## src/rtl/rof_pkg.sv

```systemverilog
// Shared encodings for the random-word output queue.
// Assumes 64-bit words split into eight byte lanes.
package rof_pkg;
    localparam int LANES  = 8;
    localparam int STAT_W = 3;

    // Status and mask bit positions.
    localparam int BIT_ADDR = 0;
    localparam int BIT_UNDR = 1;
    localparam int BIT_DBL  = 2;

    typedef enum logic [1:0] {
        SZ_BYTE = 2'b00,
        SZ_QUAD = 2'b01,
        SZ_OCT  = 2'b10,
        SZ_OCT2 = 2'b11
    } rd_size_e;

    typedef enum logic [1:0] {
        SEL_STATUS = 2'b00,
        SEL_MASK   = 2'b01,
        SEL_EOM    = 2'b10,
        SEL_CTRL   = 2'b11
    } reg_sel_e;
endpackage

```

## src/rtl/rof_queue.sv

```systemverilog
// Circular word queue with push/pop and a live head view.
// Assumes the caller never pushes when full nor pops when empty.
module rof_queue #(
    parameter int WORD_W = 64,
    parameter int DEPTH  = 8,
    localparam int PTR_W = (DEPTH > 1) ? $clog2(DEPTH) : 1,
    localparam int CNT_W = $clog2(DEPTH + 1)
) (
    input  logic              clk,
    input  logic              rst_n,
    input  logic              push,
    input  logic [WORD_W-1:0] push_data,
    input  logic              pop,
    output logic [WORD_W-1:0] head,
    output logic              empty,
    output logic              full,
    output logic [CNT_W-1:0]  count
);
    logic [WORD_W-1:0] mem [DEPTH];
    logic [PTR_W-1:0]  wptr, rptr;

    localparam logic [PTR_W-1:0] LAST = PTR_W'(DEPTH - 1);
    localparam logic [CNT_W-1:0] FULL_CNT = CNT_W'(DEPTH);

    assign empty = (count == '0);
    assign full  = (count == FULL_CNT);
    assign head  = empty ? '0 : mem[rptr];

    // Write the storage slot addressed by the write pointer.
    always_ff @(posedge clk) begin
        if (push) mem[wptr] <= push_data;
    end

    // Advance pointers and occupancy.
    always_ff @(posedge clk) begin
        if (!rst_n) begin
            wptr  <= '0;
            rptr  <= '0;
            count <= '0;
        end else begin
            if (push) wptr <= (wptr == LAST) ? '0 : wptr + 1'b1;
            if (pop)  rptr <= (rptr == LAST) ? '0 : rptr + 1'b1;
            if (push && !pop)      count <= count + 1'b1;
            else if (pop && !push) count <= count - 1'b1;
        end
    end

    a_r13_no_overflow: assert property (@(posedge clk) disable iff (!rst_n)
        full |-> !push);
    a_r6_no_pop_empty: assert property (@(posedge clk) disable iff (!rst_n)
        empty |-> !pop);
    a_r2_level_bounded: assert property (@(posedge clk) disable iff (!rst_n)
        count <= FULL_CNT);
endmodule

```

## src/rtl/rof_lane_track.sv

```systemverilog
// Tracks consumed byte lanes of the head word, decides retirement,
// and flags underflow and double-read events for the current read.
// Assumes one host read per cycle; reads of an empty queue mark nothing.
module rof_lane_track
    import rof_pkg::*;
(
    input  logic       clk,
    input  logic       rst_n,
    input  logic       rd_en,
    input  logic [1:0] rd_size,
    input  logic [2:0] rd_addr,
    input  logic       empty,
    output logic       pop,
    output logic       ev_undr,
    output logic       ev_dbl
);
    logic [LANES-1:0] used;
    logic [LANES-1:0] sel;
    logic [LANES-1:0] merged;
    logic             live;

    // Decode the lanes touched by this read.
    always_comb begin
        case (rd_size)
            SZ_BYTE: sel = LANES'(1) << rd_addr;
            SZ_QUAD: sel = rd_addr[2] ? 8'hF0 : 8'h0F;
            default: sel = '1;
        endcase
    end

    assign live    = rd_en && !empty;
    assign merged  = used | sel;
    assign pop     = live && (merged == '1);
    assign ev_undr = rd_en && empty;
    assign ev_dbl  = live && ((used & sel) != '0);

    // Accumulate read lanes, clearing when the head word retires.
    always_ff @(posedge clk) begin
        if (!rst_n)     used <= '0;
        else if (pop)   used <= '0;
        else if (live)  used <= merged;
    end

    a_r3_clear_on_pop: assert property (@(posedge clk) disable iff (!rst_n)
        pop |=> used == '0);
    a_r3_never_full: assert property (@(posedge clk) disable iff (!rst_n)
        used != '1);
endmodule

```

## src/rtl/rof_err_unit.sv

```systemverilog
// Error status/mask registers with interrupt, halt and channel flag.
// Assumes events are single-cycle pulses; new unmasked events merge on
// top of any register write in the same cycle.
module rof_err_unit
    import rof_pkg::*;
(
    input  logic              clk,
    input  logic              rst_n,
    input  logic [STAT_W-1:0] events,
    input  logic              reg_wr,
    input  logic [1:0]        reg_sel,
    input  logic [STAT_W-1:0] reg_wdata,
    input  logic              chan_assigned,
    output logic [STAT_W-1:0] status,
    output logic [STAT_W-1:0] mask,
    output logic              irq,
    output logic              halted,
    output logic              chan_err
);
    logic [STAT_W-1:0] base;
    logic              wr_stat, wr_clr;

    assign wr_stat = reg_wr && (reg_sel == SEL_STATUS);
    assign wr_clr  = reg_wr && (reg_sel == SEL_CTRL) && reg_wdata[0];

    // Choose the status value before new events are merged.
    always_comb begin
        if (wr_clr)       base = '0;
        else if (wr_stat) base = reg_wdata & ~mask;
        else              base = status;
    end

    // Latch status with unmasked events.
    always_ff @(posedge clk) begin
        if (!rst_n) status <= '0;
        else        status <= base | (events & ~mask);
    end

    // Hold the mask register.
    always_ff @(posedge clk) begin
        if (!rst_n)                              mask <= '0;
        else if (reg_wr && reg_sel == SEL_MASK)  mask <= reg_wdata;
    end

    assign irq      = |status;
    assign halted   = irq;
    assign chan_err = chan_assigned && irq;

    a_r7_masked_ignored: assert property (@(posedge clk) disable iff (!rst_n)
        rst_n |=> ((status & ~$past(status) & $past(mask)) == '0));
    a_r9_write_masked: assert property (@(posedge clk) disable iff (!rst_n)
        wr_stat && !wr_clr |=> ((status & $past(mask)) == '0));
    a_r10_clear_all: assert property (@(posedge clk) disable iff (!rst_n)
        wr_clr && ((events & ~mask) == '0) |=> status == '0);
endmodule

```

## src/rtl/rng_out_fifo.sv

```systemverilog
// Host-facing output side of a random number generator: a word queue
// filled by a producer, a lane-tracked read port and an error unit.
// Assumes single-cycle host strobes; the producer holds data until ready.
module rng_out_fifo
    import rof_pkg::*;
#(
    parameter int WORD_W = 64,
    parameter int DEPTH  = 8
) (
    input  logic                         clk,
    input  logic                         rst_n,
    input  logic                         src_valid,
    input  logic [WORD_W-1:0]            src_data,
    output logic                         src_ready,
    input  logic                         rd_en,
    input  logic [1:0]                   rd_size,
    input  logic [2:0]                   rd_addr,
    output logic [WORD_W-1:0]            rd_data,
    input  logic                         q_wr,
    input  logic                         reg_wr,
    input  logic [1:0]                   reg_sel,
    input  logic [STAT_W-1:0]            reg_wdata,
    input  logic                         chan_assigned,
    output logic [STAT_W-1:0]            err_status,
    output logic [STAT_W-1:0]            err_mask,
    output logic                         err_irq,
    output logic                         halted,
    output logic                         chan_err,
    output logic [$clog2(DEPTH+1)-1:0]   level
);
    logic              empty, full, pop, push;
    logic              ev_undr, ev_dbl;
    logic [STAT_W-1:0] events;

    assign src_ready = !full && !halted;
    assign push      = src_valid && src_ready;

    // Gather error events in status bit order.
    always_comb begin
        events           = '0;
        events[BIT_ADDR] = q_wr;
        events[BIT_UNDR] = ev_undr;
        events[BIT_DBL]  = ev_dbl;
    end

    rof_queue #(.WORD_W(WORD_W), .DEPTH(DEPTH)) u_queue (
        .clk(clk), .rst_n(rst_n), .push(push), .push_data(src_data),
        .pop(pop), .head(rd_data), .empty(empty), .full(full), .count(level)
    );

    rof_lane_track u_track (
        .clk(clk), .rst_n(rst_n), .rd_en(rd_en), .rd_size(rd_size),
        .rd_addr(rd_addr), .empty(empty), .pop(pop),
        .ev_undr(ev_undr), .ev_dbl(ev_dbl)
    );

    rof_err_unit u_err (
        .clk(clk), .rst_n(rst_n), .events(events), .reg_wr(reg_wr),
        .reg_sel(reg_sel), .reg_wdata(reg_wdata),
        .chan_assigned(chan_assigned), .status(err_status), .mask(err_mask),
        .irq(err_irq), .halted(halted), .chan_err(chan_err)
    );

    a_r8_halt_stalls: assert property (@(posedge clk) disable iff (!rst_n)
        halted |-> !src_ready);
    a_r8_halt_no_growth: assert property (@(posedge clk) disable iff (!rst_n)
        halted |=> level <= $past(level));
endmodule

```

## config.mk

```make
export PLATFORM = sky130hd
export DESIGN_NAME = rng_out_fifo
export DESIGN_NICKNAME = d
export VERILOG_FILES = /design/src/rtl/rof_pkg.sv /design/src/rtl/rof_queue.sv /design/src/rtl/rof_lane_track.sv /design/src/rtl/rof_err_unit.sv /design/src/rtl/rng_out_fifo.sv
export SDC_FILE = /design/constraint.sdc
export NUM_CORES = 1
export LEC_CHECK = 0
export CORE_UTILIZATION = 50
export DETAILED_ROUTE_END_ITERATION = 6
export GPL_ROUTABILITY_DRIVEN = 0
export HOLD_SLACK_MARGIN = 0.12
export PLACE_DENSITY = 0.81
export SLEW_MARGIN = 25
export SYNTH_ARGS = -nofsm -noshare
export SYNTH_HDL_FRONTEND = slang
export SYNTH_HIERARCHICAL = 1
export SYNTH_SLANG_ARGS = --single-unit
export TNS_END_PERCENT = 10
```

## constraint.sdc

```tcl
create_clock -name clk -period 8.4 [get_ports clk]
set_clock_uncertainty 0.1 [all_clocks]
set_input_delay 0.84 -clock clk [delete_from_list [all_inputs] [get_ports clk]]
set_output_delay 0.84 -clock clk [all_outputs]
set_load 0.05 [all_outputs]
```

==> results of run 1 <==
## kinds of logic (layout without fill, tap and decap cells)
| group | Yosys count | count (layout) | synth area share |
|---|---|---|---|
| AND/OR/NAND/NOR | 139 | 139 | 0.03124 |
| AO/OA/AOI/OAI | 48 | 48 | 0.01616 |
| multiplexers | 201 | 201 | 0.1723 |
| buffers and inverters | 55 | 279 | 0.01598 |
| flip-flops | 539 | 539 | 0.7584 |
| XOR/XNOR | 2 | 2 | 0.0008348 |
| adder cells (fa/ha/maj) | 8 | 8 | 0.005127 |
## where the power goes
group	switching [W]	total [W]	internal, W
registers	0.0000474	0.00309	0.00305
logic	0.00108	0.00158	0.000503
clock network	0.000964	0.00233	0.00137
total	0.00209	0.00700	0.00492
## metal layers
metal	GRT usage	up-vias
li1	-	4449
met1	0.2655	5260
met2	0.3251	263
met3	0.03815	61
met4	0.05839	4
met5	0	-
## critical path, delay by kind of cell, from the launching register on
| kind | cells | cell delay, ns |
|---|---|---|
| buffers and inverters | 2 | 1.42 |
| DFF | 1 | 0.70 |
| muxes | 2 | 0.79 |
| and+or+nand+nor | 1 | 0.09 |
## area by class of cell
cell class                 instances  area [um2]  area share
timing repair buffer             174        1747     0.07018
multi-input combinational        398        4797      0.1927
clock buffer                      64        1389     0.05580
tap                              532       665.6     0.02674
sequential                       539       15930      0.6399
clock inverter                    35       341.6     0.01372
inverter                           6       22.52   0.0009049
## state kept, by name, indices dropped and copies added (netlist names), named ones only
name and cells:
u_queue/rptr 3, u_queue/wptr 3, u_track/used 8, u_err/mask 3, u_queue/count 4, u_queue/mem 512, u_err/status 3
## through the flow
stage / worst slack, ns / hold slack (ns)
after floorplan: 1.594 / 0.3469
after global placement: 3.867 / 0.3670
after detailed placement: 3.789 / 0.3753
after CTS: 3.561 / 0.3911
after global routing: 3.429 / 0.4141
final: 3.735 / 0.3990
## path summary, 6_finish.rpt
| check | to | startpoint | slack (ns) | cells after the start |
|---|---|---|---|---|
| worst max-delay path | rd_data[43] | flip-flop | 3.74 | 5 |
| worst min-delay path | u_track/used[6] | u_track/used[6] | 0.40 | 2 |
| worst max register to register | u_queue/count[3] | u_queue/count[0] | 4.48 | 13 |
| worst min register to register | u_track/used[6] | u_track/used[6] | 0.40 | 2 |
## synthesized netlist by cell type, types with 2 or more instances
cell type,n
a211oi_1,3
a21o_1,7
a21oi_1,13
a22oi_1,2
and2_1,6
buf_2,22
buf_4,3
buf_6,12
clkbuf_1,12
dfxtp_1,27
edfxtp_1,512
ha_1,7
inv_1,6
mux2_2,2
mux2i_1,71
mux4_2,128
nand2_1,8
nand2b_1,4
nand3_1,5
nor2_1,84
nor2b_1,14
nor3_1,4
nor3b_2,2
o21a_1,4
o21ai_0,4
o31ai_1,5
o32ai_1,3
or2_2,3
xnor2_1,2
==> impl_metrics.json, run 1 <==
{
  "run_status": "complete, but fails checks",
  "violations": "DRC",
  "min_period_ns": 4.665,
  "clk_pin_slew_ns": 0.06,
  "core_um2": 41110,
  "ys_seq_elements": 539,
  "arrival_ns": 3.72,
  "slew_viol_final": 0,
  "fmax_mhz": 214.4,
  "synth_nets": 1081,
  "synth.distinct_cells": 46,
  "synth_area_leaders": "edfxtp_1, mux4_2, mux2i_1, dfxtp_1, nor2_1",
  "crit_path_max_fanout": 103,
  "initial_utilization": 0.5105,
  "met1_length_um": 17150,
  "dp_hpwl_um": 21490,
  "grt_max_degree": 104,
  "grt_pass1_vias": 10460,
  "drv_cap": 0,
  "io_pins": 159,
  "grt-ovfl-total": 0,
  "final_cell_mix": "edfxtp_1, clkdlybuf4s50_1, mux4_2, nor2_1, mux2i_1",
  "required_ns": 7.46,
  "async_reset_ff_frac": 0,
  "synth_area_leader_cell": "edfxtp_1",
  "syn_to_final_growth_pct": 18.60,
  "power_density_nw_per_um2": 281.4,
  "grt_usage": 0.1962,
  "wl_um": 41020,
  "grt_pass1_wl_um": 61620,
  "hold_path.class": "reg2reg",
  "num_rows": 74,
  "postCtsSetupBuffers": 0,
  "stdcell_area_um2": 24890,
  "drt_iter0_drc": 741,
  "htreeDepth": 2,
  "die_x_um": 206.9,
  "cts_tree": "built",
  "fin_cells": 1748,
  "die_area_um2": 42800,
  "synth_edf_count": 512,
  "cts_sinks": 539,
  "max_stage_delay_ns": 0.76,
  "syn-cell-area_um2": 20990,
  "syn_inst": 992,
  "layout_commonest_cell": "edfxtp_1",
  "dpl.cell_count": 1648,
  "die_y_um": 206.9,
  "ctsResizeCount": 0,
  "rsz0062_at_grt": "no",
  "io_buffers": 158,
  "synth_top_area_share": 0.7326,
  "setup_viol": 0,
  "synth_area_per_cell_um2": 21.16,
  "yosysWarningCount": 6,
  "holdBufCountCts": 0,
  "firstDrtPassIters": 7,
  "crit_path_end_kind": "primary output",
  "clockBufferDepth": 3,
  "final_util": 0.6054,
  "start_kind": "flip-flop",
  "crit_type": "reg2out",
  "synth_flop_cell": "edfxtp_1",
  "post_drt_wl_per_cell_um": 23.47,
  "max_slew_margin": 0.3049,
  "drive_gt1_frac": 0.1982,
  "cts_root_buffer": "clkbuf_16",
  "place_area_um2": 23140,
  "drt-vias-per-instance": 5.742,
  "worst_pin_slew_ns": 1.043,
  "worstPathCellList": "buf_12 -> mux4_2 -> mux2i_1 -> nor2_1 -> clkdlybuf4s50_1",
  "top_layer": "met5",
  "met2_length_um": 20940,
  "cts_buffers": 54,
  "antenna_cells": 0,
  "fin_crit_sh": 0.5554,
  "ant_nets": 0,
  "finalHoldViolCount": 0,
  "irDropWorstVdd_mv": 0.2052,
  "yosysSeqAreaShare": 0.7584,
  "nNetsFinal": 1262,
  "antenna_found_initial": 2,
  "fillers": 2908,
  "cp_slowest_cell": "clkdlybuf4s50_1",
  "clock_latency_ns": 0.58,
  "p_total_w": 0.007003,
  "drc": 7,
  "wl_met3_um": 2153,
  "fin_setup_tns_ns": 0,
  "p_leak_nw": 7.658,
  "num_vias": 10040
}
(Power assumes the default switching activity.)
==> inputs of run 2 (changes only) <==
PLACE_DENSITY = 0.84   (was 0.81)
clock period = 3.8 ns   (was 8.4 ns; I/O delays follow)
==> run 2 against run 1 <==
Compared with the run above:
- the flow still finishes with violations (DRC)
- first-iteration DRC count decreased by 13%
- final cell count increased by 0.40%
- final area about the same
- clock power increased by 100%
- wire length decreased by 0.72%
- largest cell class unchanged
- largest power group unchanged
==> impl_metrics.json, run 2 (synthesis gave the netlist of run 1 again) <==
{
  "die_area_um2": 42800,
  "cts_tree": "built",
  "largest_reg_flops": 512,
  "cts_buffers": 50,
  "initial_utilization": 0.5105,
  "cts_sinks": 539,
  "nNetsFinal": 1275,
  "setup_viol": 0,
  "run_status": "complete, but fails checks",
  "grt_pass1_vias": 10390,
  "reg2regPathDepth": 13,
  "min_from": "reg_wdata[2]",
  "drv_cap": 0,
  "fmax_mhz": 276.5,
  "grt_max_degree": 67,
  "num_vias": 10050,
  "crit_path_end_kind": "primary output",
  "die_x_um": 206.9,
  "start_kind": "flip-flop",
  "r2r_slack_ns": 0.46,
  "grt_usage": 0.1942,
  "p_leak_nw": 7.635,
  "crit_type": "reg2out",
  "htreeDepth": 2,
  "min_to": "u_err/mask[2]",
  "rsz0062_at_grt": "no",
  "arrival_ns": 3.14,
  "min_period_ns": 3.617,
  "p_total_w": 0.01501,
  "max_slew_margin": 0.4119,
  "irDropWorstVdd_mv": 0.5955,
  "top_register": "u_queue/mem",
  "drc": 18,
  "hold_slack_ns": 0.3466,
  "dp_hpwl_um": 22560,
  "required_ns": 3.32,
  "grt_pass1_wl_um": 61220,
  "io_pins": 159,
  "antenna_found_initial": 2,
  "slew_viol_final": 0,
  "min_path_cells": 3,
  "violations": "DRC",
  "drt_iter0_drc": 646,
  "ctsResizeCount": 0,
  "cts_root_buffer": "clkbuf_16",
  "finalHoldViolCount": 0,
  "holdBufCountCts": 0,
  "drive_gt1_frac": 0.2031,
  "fin_crit_sh": 0.9518,
  "drt-vias-per-instance": 5.726,
  "worstReg2RegEnd": "u_queue/count[3]",
  "fin_setup_tns_ns": 0,
  "power_density_nw_per_um2": 602.7,
  "wl_um": 40720,
  "crit_path_max_fanout": 34,
  "r2r_start": "u_queue/count[0]",
  "syn_to_final_growth_pct": 18.65,
  "hold_path.class": "in2reg",
  "final_cell_mix": "edfxtp_1, clkdlybuf4s50_1, mux4_2, nor2_1, mux2i_1",
  "firstDrtPassIters": 7,
  "postCtsSetupBuffers": 0,
  "ant_nets": 0,
  "clockBufferDepth": 3,
  "clock_latency_ns": 0.58,
  "post_drt_wl_per_cell_um": 23.20,
  "die_y_um": 206.9,
  "worst_pin_slew_ns": 0.8822,
  "clk_pin_slew_ns": 0.06,
  "top_regs": "u_queue/mem (512), u_track/used (8), u_queue/count (4)",
  "layout_commonest_cell": "edfxtp_1",
  "io_buffers": 158,
  "grt-ovfl-total": 0,
  "num_rows": 74,
  "core_um2": 41110
}
==> run 2: cell types whose count changed in the layout (fill, tap and decap cells not counted), sizes merged <==
cell | previous run | this run
bufinv | 6 | 3
clkinv | 26 | 15
clkinvlp | 0 | 3
buf | 16 | 33
diode | 0 | 2
clkbuf | 64 | 65
inv | 9 | 7
==> run 2: worst max-delay path: stages (launching register included) <==
cell and delay (ns):
dfxtp_4 0.42, buf_12 0.27, buf_4 0.28, mux4_2 0.52, mux2i_1 0.18, nor2_1 0.08
clkdlybuf4s50_1 0.75
==> run 2: power breakdown <==
part	switching (W)	total [W]	internal, W
sequential	0.0000962	0.00683	0.00673
combinational	0.00235	0.00350	0.00115
clock	0.00202	0.00468	0.00266
==> run 2: layout make-up <==
cell class | instances | area, um2
clock inverter | 22 | 188.9
fill | 2881 | 16210
antenna | 2 | 5.005
tap | 532 | 665.6
multi-input combinational | 398 | 4821
timing repair buffer | 191 | 1942
sequential | 539 | 15930
clock buffer | 65 | 1329
inverter | 6 | 22.52
==> run 2: worst max path at each step <==
stage / start / to / slack, ns / cells after the start
after CTS: flip-flop / rd_data[2] / 0.09 / 5
final: flip-flop / rd_data[40] / 0.18 / 6
after global routing: flip-flop / rd_data[58] / 0.05 / 6
after detailed placement: rd_size[0] / u_queue/count[3] / 0.03 / 13
after global placement: rd_size[0] / u_queue/count[3] / 0.15 / 13
after floorplan: u_err/status[1] / u_queue/mem[4][0] / -0.03 / 4
==> run 2: routing by layer <==
layer | global-route usage | vias to the layer above | part of all wire
met5 | 0 | - | 0
met4 | 0.06856 | 0 | 0.025
met3 | 0.03187 | 62 | 0.049
met2 | 0.3344 | 260 | 0.52
met1 | 0.2506 | 5271 | 0.41
li1 | - | 4457 | -
==> run 2: per-stage QoR <==
step	std cells	setup slack [ns]	instance area, um2	utilization
finish	1755	0.1831	24900	0.6057
global route	1754	0.04769	24900	0.6056
detailed placement	1666	0.03301	23380	0.5687
CTS	1753	0.09123	24900	0.6056
floorplan	992	-0.02803	21040	-
global placement	1666	0.1479	23380	0.5687
